--- src/rtl/rcr_pkg.sv ---
package rcr_pkg;
  localparam int VERB_W = 8;
  localparam int CNT_W  = 4;

  typedef enum logic [1:0] {
    MODE_IDX_UNC = 2'd0,
    MODE_IDX_CAC = 2'd1,
    MODE_VALID   = 2'd2,
    MODE_HALT    = 2'd3
  } rcr_mode_e;

  localparam int REG_PI   = 0;
  localparam int REG_CI   = 1;
  localparam int REG_THR  = 2;
  localparam int REG_CFG  = 3;
  localparam int REG_STAT = 4;

  localparam logic [2:0] CMD_ONE_POOL  = 3'b010;
  localparam logic [2:0] CMD_PER_BUF   = 3'b011;
endpackage

--- src/rtl/rcr_slot_store.sv ---
module rcr_slot_store #(
  parameter int DEPTH = 8,
  parameter int ENT_W = 16,
  localparam int IDX_W = $clog2(DEPTH)
) (
  input  logic             clk,
  input  logic             rst,
  input  logic             we,
  input  logic [IDX_W-1:0] waddr,
  input  logic [ENT_W-1:0] wdata,
  input  logic [IDX_W-1:0] raddr,
  output logic [ENT_W-1:0] rdata
);
  logic [ENT_W-1:0] slots_q [DEPTH];

  // Small distributed array; cleared on reset so stale verbs never look owned.
  always_ff @(posedge clk) begin
    if (rst) begin
      for (int i = 0; i < DEPTH; i++) slots_q[i] <= '0;
    end else if (we) begin
      slots_q[waddr] <= wdata;
    end
  end

  assign rdata = slots_q[raddr];
endmodule

--- src/rtl/rcr_verb_decode.sv ---
module rcr_verb_decode #(
  parameter int MAX_CNT = 8
) (
  input  logic [rcr_pkg::VERB_W-1:0] verb,
  output logic                       legal,
  output logic                       multi,
  output logic [rcr_pkg::CNT_W-1:0]  count
);
  import rcr_pkg::*;
  logic [2:0] cmd;
  logic       cmd_ok;
  logic       cnt_ok;

  always_comb begin
    cmd    = verb[6:4];
    count  = verb[CNT_W-1:0];
    cmd_ok = (cmd == CMD_ONE_POOL) || (cmd == CMD_PER_BUF);
    cnt_ok = (count != '0) && (int'(count) <= MAX_CNT);
    legal  = cmd_ok && cnt_ok;
    multi  = (cmd == CMD_PER_BUF);
  end
endmodule

--- src/rtl/rcr_csr.sv ---
module rcr_csr #(
  parameter int DEPTH  = 8,
  parameter int CSR_AW = 3,
  parameter int CSR_DW = 32,
  localparam int IDX_W = $clog2(DEPTH),
  localparam int PTR_W = IDX_W + 1
) (
  input  logic              clk,
  input  logic              rst,
  input  logic              csr_we,
  input  logic [CSR_AW-1:0] csr_addr,
  input  logic [CSR_DW-1:0] csr_wdata,
  output logic [CSR_DW-1:0] csr_rdata,
  input  logic              consume,
  input  logic              bad,
  input  logic [PTR_W-1:0]  ci_cur,
  input  logic [PTR_W-1:0]  ci_nx,
  output logic [PTR_W-1:0]  pi_o,
  output rcr_pkg::rcr_mode_e mode_o,
  output logic              irq_o,
  output logic              err_o
);
  import rcr_pkg::*;

  logic [PTR_W-1:0] pi_q;
  rcr_mode_e        mode_q;
  logic [IDX_W-1:0] thr_q;
  logic             irq_q, err_q;
  logic [PTR_W-1:0] fill_after;
  logic             hit_thr;
  logic             wr_pi, wr_thr, wr_cfg, wr_stat;
  logic [CSR_DW-1:0] rd_nx;

  always_comb begin
    wr_pi   = csr_we && (csr_addr == CSR_AW'(REG_PI));
    wr_thr  = csr_we && (csr_addr == CSR_AW'(REG_THR));
    wr_cfg  = csr_we && (csr_addr == CSR_AW'(REG_CFG));
    wr_stat = csr_we && (csr_addr == CSR_AW'(REG_STAT));
    fill_after = (mode_q == MODE_VALID) ? '0 : (pi_q - ci_nx);
    hit_thr = consume && (fill_after <= {1'b0, thr_q});
  end

  always_comb begin
    rd_nx = '0;
    case (csr_addr)
      CSR_AW'(REG_PI):   rd_nx[PTR_W-1:0] = pi_q;
      CSR_AW'(REG_CI):   rd_nx[PTR_W-1:0] = ci_cur;
      CSR_AW'(REG_THR):  rd_nx[IDX_W-1:0] = thr_q;
      CSR_AW'(REG_CFG):  rd_nx[1:0]       = mode_q;
      CSR_AW'(REG_STAT): rd_nx[1:0]       = {err_q, irq_q};
      default:           rd_nx            = '0;
    endcase
  end

  always_ff @(posedge clk) begin
    if (rst) begin
      pi_q      <= {1'b1, {IDX_W{1'b0}}};
      mode_q    <= MODE_VALID;
      thr_q     <= '0;
      irq_q     <= 1'b0;
      err_q     <= 1'b0;
      csr_rdata <= '0;
    end else begin
      csr_rdata <= rd_nx;
      if (mode_q == MODE_VALID) pi_q <= ci_nx;
      else if (wr_pi)           pi_q <= csr_wdata[PTR_W-1:0];
      if (wr_cfg) mode_q <= rcr_mode_e'(csr_wdata[1:0]);
      if (wr_thr) thr_q  <= csr_wdata[IDX_W-1:0];
      if (hit_thr)                    irq_q <= 1'b1;
      else if (wr_stat && csr_wdata[0]) irq_q <= 1'b0;
      if (bad)                        err_q <= 1'b1;
      else if (wr_stat && csr_wdata[1]) err_q <= 1'b0;
    end
  end

  assign pi_o   = pi_q;
  assign mode_o = mode_q;
  assign irq_o  = irq_q;
  assign err_o  = err_q;

  // in valid-bit mode the producer register trails the consumer exactly
  assert_pi_mirror_R6: assert property (@(posedge clk) disable iff (rst)
    (mode_q == MODE_VALID) |=> (pi_q == ci_cur))
    else $error("producer index not mirroring consumer");

  // halt mode takes nothing
  assert_halt_idle_R7: assert property (@(posedge clk) disable iff (rst)
    (mode_q == MODE_HALT) |-> !consume)
    else $error("slot taken in halt mode");

  // ring status only rises after a consumption
  assert_irq_cause_R8: assert property (@(posedge clk) disable iff (rst)
    $rose(irq_q) |-> $past(consume))
    else $error("ring status set without consumption");

  // error only rises after a malformed verb
  assert_err_cause_R4: assert property (@(posedge clk) disable iff (rst)
    $rose(err_q) |-> $past(bad))
    else $error("error flag set without malformed verb");
endmodule

--- src/rtl/rcr_consumer.sv ---
module rcr_consumer #(
  parameter int DEPTH   = 8,
  parameter int POOL_W  = 8,
  parameter int MAX_CNT = 8,
  parameter int CSR_AW  = 3,
  parameter int CSR_DW  = 32
) (
  input  logic                      clk,
  input  logic                      rst,
  input  logic                      ent_we,
  input  logic [$clog2(DEPTH)-1:0]  ent_slot,
  input  logic [7:0]                ent_verb,
  input  logic [POOL_W-1:0]         ent_pool,
  input  logic                      csr_we,
  input  logic [CSR_AW-1:0]         csr_addr,
  input  logic [CSR_DW-1:0]         csr_wdata,
  output logic [CSR_DW-1:0]         csr_rdata,
  output logic                      rel_valid,
  input  logic                      rel_ready,
  output logic [POOL_W-1:0]         rel_pool,
  output logic [3:0]                rel_count,
  output logic                      rel_multi,
  output logic                      ring_irq,
  output logic                      verb_err
);
  import rcr_pkg::*;
  localparam int IDX_W = $clog2(DEPTH);
  localparam int PTR_W = IDX_W + 1;
  localparam int ENT_W = VERB_W + POOL_W;

  logic [PTR_W-1:0]  ci_q, ci_nx, pi_w;
  rcr_mode_e         mode_w;
  logic [ENT_W-1:0]  slot_rd;
  logic [VERB_W-1:0] slot_verb;
  logic [POOL_W-1:0] slot_pool;
  logic              owned, out_free, take, legal, multi_d;
  logic [CNT_W-1:0]  count_d;

  rcr_slot_store #(.DEPTH(DEPTH), .ENT_W(ENT_W)) u_store (
    .clk   (clk),
    .rst   (rst),
    .we    (ent_we),
    .waddr (ent_slot),
    .wdata ({ent_verb, ent_pool}),
    .raddr (ci_q[IDX_W-1:0]),
    .rdata (slot_rd)
  );

  assign slot_verb = slot_rd[ENT_W-1 -: VERB_W];
  assign slot_pool = slot_rd[POOL_W-1:0];

  rcr_verb_decode #(.MAX_CNT(MAX_CNT)) u_dec (
    .verb  (slot_verb),
    .legal (legal),
    .multi (multi_d),
    .count (count_d)
  );

  rcr_csr #(.DEPTH(DEPTH), .CSR_AW(CSR_AW), .CSR_DW(CSR_DW)) u_csr (
    .clk       (clk),
    .rst       (rst),
    .csr_we    (csr_we),
    .csr_addr  (csr_addr),
    .csr_wdata (csr_wdata),
    .csr_rdata (csr_rdata),
    .consume   (take),
    .bad       (take && !legal),
    .ci_cur    (ci_q),
    .ci_nx     (ci_nx),
    .pi_o      (pi_w),
    .mode_o    (mode_w),
    .irq_o     (ring_irq),
    .err_o     (verb_err)
  );

  // Ownership: in-band phase bit or producer/consumer comparison.
  always_comb begin
    case (mode_w)
      MODE_VALID:                 owned = (slot_verb[VERB_W-1] == ci_q[PTR_W-1]);
      MODE_IDX_UNC, MODE_IDX_CAC: owned = (pi_w != ci_q);
      default:                    owned = 1'b0;
    endcase
    out_free = !rel_valid || rel_ready;
    take     = owned && out_free;
    // carry out of the slot bits flips the phase bit on wrap
    ci_nx    = take ? ci_q + PTR_W'(1) : ci_q;
  end

  always_ff @(posedge clk) begin
    if (rst) begin
      ci_q      <= {1'b1, {IDX_W{1'b0}}};
      rel_valid <= 1'b0;
      rel_pool  <= '0;
      rel_count <= '0;
      rel_multi <= 1'b0;
    end else begin
      ci_q <= ci_nx;
      if (take && legal) begin
        rel_valid <= 1'b1;
        rel_pool  <= slot_pool;
        rel_count <= count_d;
        rel_multi <= multi_d;
      end else if (rel_ready) begin
        rel_valid <= 1'b0;
      end
    end
  end

  // stalled release holds its contents
  assert_hold_R5: assert property (@(posedge clk) disable iff (rst)
    (rel_valid && !rel_ready) |=> (rel_valid && $stable(rel_pool)
                                   && $stable(rel_count) && $stable(rel_multi)))
    else $error("release changed while stalled");

  // only legal counts leave the block
  assert_count_range_R3: assert property (@(posedge clk) disable iff (rst)
    rel_valid |-> (rel_count != '0 && int'(rel_count) <= MAX_CNT))
    else $error("illegal count on release");

  // consumer index steps by at most one slot per clock
  assert_one_step_R10: assert property (@(posedge clk) disable iff (rst)
    1'b1 |=> (ci_q == $past(ci_q) || ci_q == $past(ci_q) + PTR_W'(1)))
    else $error("consumer index jumped");
endmodule

--- config.mk ---
export PLATFORM = sky130hd
export DESIGN_NAME = rcr_consumer
export DESIGN_NICKNAME = d
export VERILOG_FILES = /design/src/rtl/rcr_pkg.sv /design/src/rtl/rcr_slot_store.sv /design/src/rtl/rcr_verb_decode.sv /design/src/rtl/rcr_csr.sv /design/src/rtl/rcr_consumer.sv
export SDC_FILE = /design/constraint.sdc
export NUM_CORES = 1
export LEC_CHECK = 0
export BUFFER_PORTS_ARGS = -buffer_cell sky130_fd_sc_hd__buf_2
export CAP_MARGIN = 30
export CORE_ASPECT_RATIO = 0.8
export CORE_MARGIN = 10
export CORE_UTILIZATION = 51
export DETAILED_ROUTE_END_ITERATION = 8
export MAX_ROUTING_LAYER = met4
export PLACE_DENSITY = 0.73
export RECOVER_POWER = 25
export SETUP_SLACK_MARGIN = 0.4
export SLEW_MARGIN = 10
export SYNTH_ARGS = -nofsm -noshare
export SYNTH_HDL_FRONTEND = slang
export SYNTH_SLANG_ARGS = --single-unit
--- constraint.sdc ---
create_clock -name clk -period 6.3 [get_ports clk]
set_input_delay 1.89 -clock clk [delete_from_list [all_inputs] [get_ports clk]]
set_output_delay 1.89 -clock clk [all_outputs]
set_load 0.02 [all_outputs]
### Yosys cells after proc, flatten, opt, wreduce, memory -nomap -nowiden

Memory sizes are Yosys's and may differ from the RTL's. A register that Yosys moved wholly into a read port is not among the register bits.
Index checks and enable logic that the tools add are counted.

| word-level totals | value |
|---|---|
| flip-flop bits (word level) | 61 |
| RAM bits | 128 |
| input port bits | 59 |
| output and inout port bits | 48 |
| word-level logic and storage cells | 75 |
| memories kept | 1 |

| operators by class | value |
|---|---|
| add/sub/neg operators | 2 |
| order comparisons | 2 |
| eq/ne operators | 10 |
| muxes and demuxes | 23 |
| reductions and logical operators | 25 |

Memories:

| name | depth | bits a word | rd ports | clocked after memory_dff | write ports | line | RTL |
|---|---|---|---|---|---|---|---|
| u_store.slots_q | 8 | 16 | 1 | 1 | 8 | rcr_slot_store.sv:14 | `logic [ENT_W-1:0] slots_q [DEPTH];` |

Operator list:

| operator | number |
|---|---|
| $mux W16 | 1 |
| $mux W4 | 4 |
| $reduce_or A16 Y1 | 1 |
| $eq A3 B2 Y1 const B | 4 |
| $logic_and A1 B1 Y1 | 12 |
| $mux W1 | 12 |
| $pmux W2 S5 | 1 |
| $reduce_bool A2 Y1 | 4 |
| $mux W3 | 2 |
| $add A4 B1 Y4 const B | 1 |
| $le A4 B3 Y1 | 1 |
| $le A4 B4 Y1 const B | 1 |
| $ne A4 B4 Y1 | 1 |
| $pmux W1 S2 | 2 |
| $reduce_bool A4 Y1 | 1 |
| $sub A4 B4 Y4 | 1 |
| $eq A3 B1 Y1 const B | 1 |
| $eq A3 B3 Y1 const B | 1 |
| $logic_not A3 Y1 | 1 |
| $pmux W1 S3 | 1 |
| $eq A2 B1 Y1 const B | 1 |
| $eq A2 B2 Y1 const B | 1 |
| $logic_not A1 Y1 | 2 |
| $logic_not A2 Y1 | 1 |
| 3 further kinds | 4 |

### Depth between registers and ports, before layout

| logic depth | value |
|---|---|
| word-level depth | 10 |
| gate-level depth with buffers | 19 |
| depth with buffers taken out | 16 |

### Modules after synthesis

A second synthesis with hierarchy kept.

| unflattened totals | value |
|---|---|
| cells, all modules | 602 |
| area, all modules | 7,930.1 µm² |

Modules (own cells, without submodules):

| module | times used | cells an instance | area an instance (µm²) | sequential area each (µm²) |
|---|---|---|---|---|
| rcr_slot_store | 1 | 373 | 5,865.6 | 3,843.7 |
| rcr_csr | 1 | 141 | 1,143.6 | 300.3 |
| rcr_consumer | 1 | 80 | 858.3 | 360.3 |
| rcr_verb_decode | 1 | 8 | 62.6 | 0.0 |

### Worst setup path after synthesis

OpenSTA, ideal clock, no wires.

| timing | value |
|---|---|
| path kind | in2reg |
| start point | input rel_ready |
| end point | register u_csr.irq_q, in the netlist u_csr.irq_o |
| library setup time | 0.073 ns |
| arrival time | 4.704 ns |
| data required time | 6.227 ns |
| setup slack | 1.523 ns |
| stages on the path | 17 |
| path buffers | 1 |
| cell sequence | nor2b_1 > nor3_1 > mux2_4 > or2_1 > buf_6 > xnor2_1 > inv_1 > ha_1 > inv_1 > fa_1 > and2_1 > ha_1 > nor2b_1 > o21a_1 > o21ai_0 > o211ai_1 > a21oi_1 |

| between the ends | value |
|---|---|
| word-level cells in the longest chain between the ends | 8 |
| elaborated cells between the ends (all ways) | 9 |
| those cells by class | 1 x add/sub; 1 x order compare; 3 x mux; 4 x reduce/logical |

Ends and longest elaborated chain:

| item | line | RTL |
|---|---|---|
| from (decl) | rcr_consumer.sv:19 | `input logic rel_ready,` |
| $logic_or A1 B1 Y1 (*) | rcr_consumer.sv:83 | `out_free = !rel_valid \|\| rel_ready;` |
| $logic_and A1 B1 Y1 (*) | rcr_consumer.sv:84 | `take = owned && out_free;` |
| $mux W4 (*) | rcr_consumer.sv:86 | `ci_nx = take ? ci_q + PTR_W'(1) : ci_q;` |
| net ci_nx[0] | rcr_consumer.sv:31 | `logic [PTR_W-1:0] ci_q, ci_nx, pi_w;` |
| $sub A4 B4 Y4 (*) | rcr_csr.sv:39 | `fill_after = (mode_q == MODE_VALID) ? '0 : (pi_q - ci_nx);` |
| $mux W4 (*) | rcr_csr.sv:39 |  |
| $le A4 B3 Y1 (*) | rcr_csr.sv:40 | `hit_thr = consume && (fill_after <= {1'b0, thr_q});` |
| $logic_and A1 B1 Y1 (*) | rcr_csr.sv:40 |  |
| $mux W1 or $reduce_bool A2 Y1 (tied branches) | -- |  |
| to (signal assigned) | rcr_csr.sv:60 | `irq_q <= 1'b0;` |
| to (signal assigned) | rcr_csr.sv:69 | `if (hit_thr) irq_q <= 1'b1;` |
| to (signal assigned) | rcr_csr.sv:70 | `else if (wr_stat && csr_wdata[0]) irq_q <= 1'b0;` |
| to (decl) | rcr_csr.sv:28 | `logic irq_q, err_q;` |

Mark *: on every way through the listed nets, which the timed path passes. The rest lies on a longest branch.
A chain may end at the register's enable or synchronous reset.

### Worst setup path in the final report

| timing | value |
|---|---|
| start point | input rel_ready |
| end point | register u_csr.irq_q, in the netlist u_csr.irq_o |

| between the ends | value |
|---|---|
| word-level cells in the longest chain between the ends | 8 |
| elaborated cells between the ends (all ways) | 9 |
| those cells by class | 1 x add/sub; 1 x order compare; 3 x mux; 4 x reduce/logical |

Ends and longest elaborated chain:

| item | line |
|---|---|
| $logic_or A1 B1 Y1 (*) | rcr_consumer.sv:83 |
| $logic_and A1 B1 Y1 (*) | rcr_consumer.sv:84 |
| $mux W4 | rcr_consumer.sv:86 |
| $sub A4 B4 Y4 | rcr_csr.sv:39 |
| $mux W4 | rcr_csr.sv:39 |
| $le A4 B3 Y1 | rcr_csr.sv:40 |
| $logic_and A1 B1 Y1 (*) | rcr_csr.sv:40 |
| $mux W1 or $reduce_bool A2 Y1 (tied branches) | -- |

Mark *: on every way between the ends. The rest lies on a longest branch, timed or not.

==> reports/qor.yml <==
status: "finished with violations"
violations: "capacitance limit, slew limit"
area_growth_syn_to_layout_pct: 11.9
grt_pass1_wl_mm: 27.0
synth-seq-area-share_pct: 58.6
grt_util_all_layers_pct: 18.1
fp.dieH_um: 130
io_pins: 107
maxSlewHeadroom_pct: -4.83
setup_viol: 0
cts_setup_buffers: 0
rsz0062_at_grt: "no"
yosys.cell_count.top_type: "and2_1"
ys_top_cells_by_count: "and2_1, edfxtp_1, dfxtp_1"
slowest_stage: "fa_1"
p_per_area_mw_per_mm2: 362
setup_ws_ns: 1.18
grt_max_degree: 34
crit_fanout: 10
worstSetupPathType: "in2reg"
hold_viol_final: 0
dieArea_mm2: 0.0204
routed_via_density: 5.61
syn_area_mm2: 0.00768
wl_per_cell_um: 20.9
cts_made_buffers: 17
ir_drop_uv: 225
final_nets: 693
overflow: 0
core.rowCount: 40
cts_resized: 0
ys_async_sr_fraction_pct: 0
place_congestion: 0.920
cts_tree: "built"
routed_wl_mm: 17.3
synth-edff-count: 128
startpoint: "rel_ready"
fmax_mhz: 196
cp.arrival_ns: 5.45
initial_core_util_pct: 51.5
finalCritPeriodShare_pct: 81.2
yosysTopAreaCell: "edfxtp_1"
clkLatencyLatePin_ns: 0.43
fin_setup_tns_ns: 0
htreeDepth: 4
drtAntennaViolNets: 0
r2r_start: "ci_q[2]"
dp_slack_ns: 1.04
drv_cap: 1
core-area_mm2: 0.0149
hold_class: "reg2reg"
cts_hold_buf: 0
die_w_um: 157
synth_ff_type: "edfxtp_1"
clkTransAtPathRegs_ns: 0.06
synth_cell_type_count: 49
fin_crit_ns: 5.12
cpMostUsedCell: "nor2b_1"
firstDrtPassIters: 4
drtIter0Drc: 331
via_count: 4638
antenna_found_initial: 2
worstPathCellList: "buf_2 -> nor2b_1 -> nor3_1 -> mux2_1 -> or2_0 -> clkbuf_1 -> mux2i_1 -> fa_1 -> and2_1 -> ha_1 -> nor2b_1 -> o21a_1 -> o21ai_0 -> o211ai_1 -> a21oi_1"
required_ns: 6.64
min_from: "u_csr.err_o"
drive_gt1_share_pct: 17.8
yosys_warnings: 0
syn_area_per_cell_um2: 13.4
cp-end-kind: "register"
cpPeakStageDelay_ns: 0.46
netlist_instances: 572
drv_slew: 31
cp-start-kind: "input pin"
tightest_slew_ns: 1.57
cts_sinks: 161
first_global_vias: 4736
synth-seq-cells: 161
ys_top_cells_by_area: "edfxtp_1, and2_1, dfxtp_1"
root_buffer: "clkbuf_16"
drc: 0
cts_max_path_buffers: 2
skew_ns: 0.0123
dp_hpwl_mm: 11.5
io_buffers: 50
synth_top_area_share_pct: 50.0
p_leak_nw: 3.09
-- cell type report --
cell class                      instances  area (um2)
Fill cell                            1217        6320
Sequential cell                       161        4510
Multi-Input combinational cell        365        2850
Clock buffer                           18         429
Timing Repair Buffer                   69         359
Tap cell                              189         236
Clock inverter                         11         164
Inverter                               12        45.0
Antenna cell                            2        5.00
-- logic make-up (layout without fill, tap and decap cells) --
family / Yosys count / count (layout) / synth area share, %
adder cells (fa/ha/maj): 8 / 8 / 1.40
AND/OR/NAND/NOR: 199 / 199 / 15.3
XOR/XNOR: 10 / 10 / 1.14
flip-flops: 161 / 161 / 58.6
buffers and inverters: 73 / 110 / 5.57
AO/OA/AOI/OAI: 67 / 67 / 6.19
multiplexers: 53 / 53 / 11.7
other: 1 / 30 / 0.0488
-- per-stage QoR --
| stage | utilization (%) | power (mW) | hold WS, ns | cell area (um2) | std cells |
|---|---|---|---|---|---|
| after floorplan | - | 1.91 | 0.489 | 7780 | 599 |
| after global placement | 53.6 | 2.08 | 0.467 | 8000 | 791 |
| after detailed placement | 53.9 | 2.09 | 0.477 | 8040 | 796 |
| after CTS | 57.9 | 3.14 | 0.484 | 8640 | 825 |
| after global routing | 57.6 | 3.27 | 0.510 | 8600 | 827 |
| final | 57.6 | 3.11 | 0.482 | 8600 | 827 |
-- power breakdown --
part           total, mW  internal, mW  switching, mW
clock network       1.06         0.654          0.403
logic              0.753         0.309          0.444
registers           1.31          1.24         0.0627
total               3.11          2.21          0.909
-- path summary, 6_finish.rpt --
kind | cells past startpoint | slack [ns] | end
worst max-delay path | 15 | 1.18 | u_csr.irq_o
worst min register to register | 2 | 0.48 | u_csr.err_o
worst min-delay path | 2 | 0.48 | u_csr.err_o
worst max register to register | 14 | 1.42 | u_csr.irq_o
-- state kept, by name, indices dropped and copies added (netlist names) --
signal and cells:
u_csr.mode_o 2, rel_count 4, rel_multi 1, u_csr.pi_o 4, u_csr.thr_q 3, u_store.slots_q 128, u_csr.err_o 1, ci_q 4
rel_valid 1, u_csr.irq_o 1, u_csr.csr_rdata 4, rel_pool 8
-- placed cells by master (no fill, tap or decap), drive strengths merged, types with 6 or more instances in the layout --
cell    instances
o21ai          17
a211oi         14
ha              7
conb           28
inv            13
nand2           6
and2          129
a31oi          15
xor2            6
dfxtp          33
nor3            8
clkbuf         44
edfxtp        128
nor2           21
mux2i          21
clkinv          6
buf            43
nand2b          6
mux4           29
a21oi          10
-- worst max-delay path, delay by kind of cell --
kind	cells	cell delay, ns
mux	2	0.78
compound gates	4	0.57
buf+inv	2	0.43
fa+ha+maj	2	0.74
simple gates	5	1.04
-- per-layer routing --
metal	vias up	track usage [%]	part of all wire [%]
met5	-	-	0
met4	0	5.71	1.2
met3	19	5.72	8.4
met2	169	27.8	47
met1	2300	22.6	43
li1	2150	-	-
No activity file was read; power rests on OpenSTA's default activity.
